### config.mk
export PLATFORM = sky130hd
export DESIGN_NAME = spi_word_master
export DESIGN_NICKNAME = d
export VERILOG_FILES = /design/src/rtl/spi_word_pkg.sv /design/src/rtl/spi_half_timer.sv /design/src/rtl/spi_shift_unit.sv /design/src/rtl/spi_word_master.sv
export SDC_FILE = /design/constraint.sdc
export NUM_CORES = 1
export LEC_CHECK = 0
export CAP_MARGIN = 40
export CORE_MARGIN = 8
export CORE_UTILIZATION = 45
export DETAILED_ROUTE_END_ITERATION = 8
export PLACE_DENSITY = 0.68
export SKIP_CTS_REPAIR_TIMING = 1
export SYNTH_ARGS = -nofsm -noshare
export SYNTH_HDL_FRONTEND = slang
export SYNTH_SLANG_ARGS = --single-unit
### constraint.sdc
create_clock -name clk -period 2.2 [get_ports clk]
set_input_delay 0.22 -clock clk [delete_from_list [all_inputs] [get_ports clk]]
set_output_delay 0.22 -clock clk [all_outputs]
set_load 0.01 [all_outputs]
### src/rtl/spi_word_pkg.sv
package spi_word_pkg;

    typedef enum logic [2:0] {
        ST_IDLE  = 3'd0,
        ST_LEAD  = 3'd1,
        ST_SHIFT = 3'd2,
        ST_TRAIL = 3'd3,
        ST_GAP   = 3'd4
    } spi_state_e;

endpackage

### src/rtl/spi_half_timer.sv
module spi_half_timer #(
    parameter int HALF_CLKS = 50
) (
    input  logic clk,
    input  logic rst,
    input  logic run,
    output logic tick
);
    localparam int CW = (HALF_CLKS > 1) ? $clog2(HALF_CLKS) : 1;
    localparam logic [CW-1:0] LAST = CW'(HALF_CLKS - 1);

    logic [CW-1:0] cnt_q;

    always_ff @(posedge clk) begin
        if (rst || !run) begin
            cnt_q <= '0;
        end else if (cnt_q == LAST) begin
            cnt_q <= '0;
        end else begin
            cnt_q <= cnt_q + 1'b1;
        end
    end

    assign tick = run && (cnt_q == LAST);

    generate
        if (HALF_CLKS > 1) begin : g_spacing
            // half periods longer than one clock never produce adjacent ticks
            assert_half_spacing_R3: assert property (@(posedge clk) disable iff (rst)
                tick |=> !tick);
        end
    endgenerate

endmodule

### src/rtl/spi_shift_unit.sv
module spi_shift_unit #(
    parameter int WORD_W = 8
) (
    input  logic              clk,
    input  logic              rst,
    input  logic              load,
    input  logic [WORD_W-1:0] load_word,
    input  logic              sample,
    input  logic              advance,
    input  logic              miso_in,
    output logic              mosi_out,
    output logic [WORD_W-1:0] rx_word
);
    logic [WORD_W-1:0] tx_q;
    logic [WORD_W-1:0] rx_q;

    always_ff @(posedge clk) begin
        if (rst) begin
            tx_q <= '0;
            rx_q <= '0;
        end else if (load) begin
            tx_q <= load_word;
            rx_q <= '0;
        end else begin
            if (advance) begin
                tx_q <= tx_q << 1;
            end
            if (sample) begin
                rx_q <= (rx_q << 1) | WORD_W'(miso_in);
            end
        end
    end

    assign mosi_out = tx_q[WORD_W-1];
    assign rx_word  = rx_q;

    // the line out only moves when a word is loaded or a launch edge advances it
    assert_mosi_hold_R5: assert property (@(posedge clk) disable iff (rst)
        (!load && !advance) |=> $stable(mosi_out));

endmodule

### src/rtl/spi_word_master.sv
module spi_word_master
    import spi_word_pkg::*;
#(
    parameter int WORD_W    = 8,
    parameter int HALF_CLKS = 50,
    parameter bit CPOL      = 1'b0,
    parameter bit CPHA      = 1'b0
) (
    input  logic              clk,
    input  logic              rst,
    input  logic              rx_en,
    input  logic [WORD_W-1:0] s_tdata,
    input  logic              s_tvalid,
    output logic              s_tready,
    output logic [WORD_W-1:0] m_tdata,
    output logic              m_tvalid,
    input  logic              m_tready,
    output logic              sck,
    output logic              mosi,
    input  logic              miso,
    output logic              cs_n
);
    localparam int   EDGES      = 2 * WORD_W;
    localparam int   EW         = $clog2(EDGES);
    localparam logic SAMPLE_LVL = (CPHA == 1'b0);

    spi_state_e state_q, state_d;

    logic              tick;
    logic              take;
    logic              edge_now;
    logic              last_edge;
    logic              smp;
    logic              adv;
    logic [EW-1:0]     edge_q;
    logic              sck_q;
    logic              cs_n_q;
    logic              rx_on_q;
    logic              m_tvalid_q;
    logic [WORD_W-1:0] m_tdata_q;
    logic [WORD_W-1:0] rx_word;

    spi_half_timer #(.HALF_CLKS(HALF_CLKS)) u_timer (
        .clk  (clk),
        .rst  (rst),
        .run  (state_q != ST_IDLE),
        .tick (tick)
    );

    assign s_tready  = (state_q == ST_IDLE) && !m_tvalid_q;
    assign take      = s_tready && s_tvalid;
    assign edge_now  = tick && ((state_q == ST_LEAD) || (state_q == ST_SHIFT));
    assign last_edge = (edge_q == EW'(EDGES - 1));
    assign smp       = edge_now && ((~sck_q) == SAMPLE_LVL);
    assign adv       = edge_now && !smp && (edge_q != '0);

    spi_shift_unit #(.WORD_W(WORD_W)) u_shift (
        .clk       (clk),
        .rst       (rst),
        .load      (take),
        .load_word (s_tdata),
        .sample    (smp),
        .advance   (adv),
        .miso_in   (miso),
        .mosi_out  (mosi),
        .rx_word   (rx_word)
    );

    always_comb begin
        state_d = state_q;
        unique case (state_q)
            ST_IDLE:  if (take)                  state_d = ST_LEAD;
            ST_LEAD:  if (tick)                  state_d = ST_SHIFT;
            ST_SHIFT: if (edge_now && last_edge) state_d = ST_TRAIL;
            ST_TRAIL: if (tick)                  state_d = ST_GAP;
            ST_GAP:   if (tick)                  state_d = ST_IDLE;
            default:                             state_d = ST_IDLE;
        endcase
    end

    always_ff @(posedge clk) begin
        if (rst) begin
            state_q <= ST_IDLE;
        end else begin
            state_q <= state_d;
        end
    end

    always_ff @(posedge clk) begin
        if (rst) begin
            edge_q     <= '0;
            sck_q      <= CPOL;
            cs_n_q     <= 1'b1;
            rx_on_q    <= 1'b0;
            m_tvalid_q <= 1'b0;
            m_tdata_q  <= '0;
        end else begin
            if (take) begin
                edge_q  <= '0;
                cs_n_q  <= 1'b0;
                rx_on_q <= rx_en;
            end else if (edge_now) begin
                edge_q <= edge_q + 1'b1;
                sck_q  <= ~sck_q;
            end
            if (m_tvalid_q && m_tready) begin
                m_tvalid_q <= 1'b0;
            end
            if ((state_q == ST_TRAIL) && tick) begin
                cs_n_q <= 1'b1;
                if (rx_on_q) begin
                    m_tvalid_q <= 1'b1;
                    m_tdata_q  <= rx_word;
                end
            end
        end
    end

    assign sck      = sck_q;
    assign cs_n     = cs_n_q;
    assign m_tvalid = m_tvalid_q;
    assign m_tdata  = m_tdata_q;

    // clock parked at its idle level whenever the slave is deselected
    assert_idle_sck_R3: assert property (@(posedge clk) disable iff (rst)
        cs_n |-> (sck == CPOL));

    // no new word is taken while a frame is on the wire
    assert_busy_R10: assert property (@(posedge clk) disable iff (rst)
        !cs_n |-> !s_tready);

    // handshake is followed by chip select in the next cycle
    assert_start_R7: assert property (@(posedge clk) disable iff (rst)
        (s_tvalid && s_tready) |=> !cs_n);

    // an unaccepted received word stays put
    assert_hold_R8: assert property (@(posedge clk) disable iff (rst)
        (m_tvalid && !m_tready) |=> (m_tvalid && $stable(m_tdata)));

    // a waiting received word blocks the sink
    assert_block_R2: assert property (@(posedge clk) disable iff (rst)
        m_tvalid |-> !s_tready);

    // an even edge count leaves the clock idle in the trail
    assert_even_edges_R4: assert property (@(posedge clk) disable iff (rst)
        (state_q == ST_TRAIL) |-> (sck == CPOL));

    // data line is steady across a sampling edge
    assert_sample_steady_R5: assert property (@(posedge clk) disable iff (rst)
        smp |=> $stable(mosi));

    // a transfer taken with receive disabled publishes nothing
    assert_rx_off_R9: assert property (@(posedge clk) disable iff (rst)
        ((state_q == ST_TRAIL) && tick && !rx_on_q) |=> !m_tvalid);

endmodule

==> flow_metrics.tcl <==
set metrics [dict create \
    fmax_mhz 536 \
    wire_per_inst_um 13.3 \
    dpl.cell_count 265 \
    drv_slew 0 \
    synth_edf_count 0 \
    grt_pass1_wl_um 6000 \
    gr-total-overflow 0 \
    synth_nets 219 \
    setup_tns_ns 0 \
    grt_max_degree 20 \
    syn_area_sq_um 1770 \
    cts_tree "done" \
    synthFlopType "dfxtp_1" \
    yosys.area.top_type_share_pct 46.4 \
    boundaryPins 27 \
    cpLargestDelayFamily "flip-flops" \
    fin_util_pct 58.5 \
    rsz0062_at_grt "no" \
    die_area_sq_um 6190 \
    cp-start-kind "flip-flop" \
    final_common_cell "dfxtp_1" \
    end_kind "primary output" \
    ys_ff_latch 41 \
    crit_required_ns 1.98 \
    drtPass1Iterations 4 \
    fin_cells 273 \
    path_class "flip-flop to primary output" \
    placement_rows 22 \
    grt_pass1_vias 1368 \
    finalSetupViolCount 0 \
    final.min_clock_period_ns 1.86 \
    start_util_pct 47.6 \
    synth.area.top_cells "dfxtp_1, nor2_1, o21ai_0" \
    cp.arrival_ns 1.64 \
    path_buf_inv 1 \
    status "complete, no violations" \
    clk_pin_slew_ns 0.08 \
    hold_violations 0 \
    worstHoldPathType "flip-flop to flip-flop" \
    synth_top_area_cell "dfxtp_1" \
    drtIter0Drc 108 \
    dpl.hpwl_um 2560 \
    clock_latency_ns 0.29 \
    drive_above_1_share_pct 6.67 \
    leakage_nw 0.781 \
    gp_congestion 0.806 \
    clock_sinks 41 \
    antenna_left 0 \
    synth_warnings 0 \
    antenna_found_initial 0 \
    ctsHtreeMaxLevel 2 \
    area_growth_pct 22.9 \
    clk_path_buf_depth 2 \
    design_area_sq_um 2170 \
    antenna_cells 0 \
    numCtsBuffers 5 \
    maxCapViolCount 0 \
    core_area_sq_um 3720 \
    yosysUniqueCellTypes 33 \
    port_buffers 26 \
    vias 1452 \
    slowest_delay_ns 0.70 \
    slowest_stage "dfxtp_1" \
    avgViaCountPerCell 5.32 \
    worstPathCellList "clkdlybuf4s50_1" \
    drc 0 \
    track_usage_pct 11.7 \
    fin_crit_sh_pct 84.7 \
    nets 242 \
    skew_ns 0.0101 \
    synth_cells 201 \
    finalPower_mw 1.48 \
    worst_pin_slew_ns 0.751 \
    maxSlewHeadroom_pct 49.5 \
    seq_area_frac_synth_pct 46.4 \
    irDropWorstVdd_v 0.000420 \
    dpl_cell_area_sq_um 2060 \
    synthArstFlopShare_pct 0 \
    wirelength_um 3630 \
    root_buffer "clkbuf_8" \
    avgSynthCellArea_sq_um 8.80 \
    die_width_um 78.7 \
    p_per_area_nw_per_um2 683 \
    cp_max_fo 19 \
    layout_common_cells "dfxtp_1, nor2_1, clkdlybuf4s50_1" \
    fp.dieH_um 78.7 \
]
-- layer usage --
layer	vias to the layer above	routed length [um]	global-route usage (%)
met3	4	167	3.64
met5	-	0	0
li1	747	-	-
met4	0	28	3.33
met2	31	1770	20.4
met1	670	1660	13.4
-- cells in the mapped netlist (4+ instances only) --
| library cell | n |
|---|---|
| a211oi_1 | 7 |
| a21oi_1 | 13 |
| a41oi_1 | 7 |
| clkbuf_1 | 10 |
| dfxtp_1 | 41 |
| ha_1 | 4 |
| inv_1 | 5 |
| mux2i_1 | 8 |
| nand2_1 | 17 |
| nand3_1 | 4 |
| nor2_1 | 31 |
| o21ai_0 | 17 |
| xnor2_1 | 6 |
-- per-stage QoR --
stage / hold slack, ns / worst slack, ns
final: 0.463 / 0.336
after global routing: 0.484 / 0.243
after CTS: 0.463 / 0.331
after detailed placement: 0.451 / 0.421
after global placement: 0.444 / 0.467
after floorplan: 0.356 / 0.558
-- power by group --
group          total (mW)  switching [mW]  internal (mW)  leakage, nW
clock network       0.615           0.246          0.370       0.0585
logic              0.0983          0.0468         0.0516        0.389
registers           0.769          0.0109          0.758        0.333
-- worst min-delay path: cells and delay by family, from the launching register on --
| kind | cells | cell delay, ns |
|---|---|---|
| flops | 1 | 0.32 |
| compound gates | 1 | 0.05 |
| simple gates | 1 | 0.05 |
-- cell families (layout without fill, tap and decap cells) --
kind of cell               after synthesis  in the layout  synth area share (%)
buffers and inverters                   19             43                  4.60
DFF                                     41             41                  46.4
adders and majority gates                4              4                  2.83
xor gates and xnor gates                 9              9                  4.46
and+or+nand+nor                         73             73                  20.9
AOI/OAI and AO/OA                       47             47                  16.2
muxes                                    8              8                  4.53
-- final timing paths --
kind / startpoint / endpoint / slack [ns] / cells past startpoint
setup / recovery: sck / sck / 0.34 / 1
hold / removal: rx_on_q / rx_on_q / 0.46 / 2
hold reg to reg: rx_on_q / rx_on_q / 0.46 / 2
setup reg to reg: u_timer.cnt_q[0] / u_shift.tx_q[7] / 0.39 / 6
-- area by class of cell --
class,count,area [sq um]
fillers,328,1540
multi-input cells,141,866
flip-flops and latches,41,821
repair buffers,30,290
clock buffers,7,86.3
well taps,48,60.1
clock inverters,1,30.0
inverters,5,18.8
-- registers in the layout, indices dropped and copies added (netlist names) --
register         flops
u_shift.rx_word      8
sck                  1
m_tvalid             1
edge_q               4
m_tdata              8
rx_on_q              1
cs_n                 1
u_shift.tx_q         8
u_timer.cnt_q        6
state_q              3
Power figures use the tool's default switching activity.
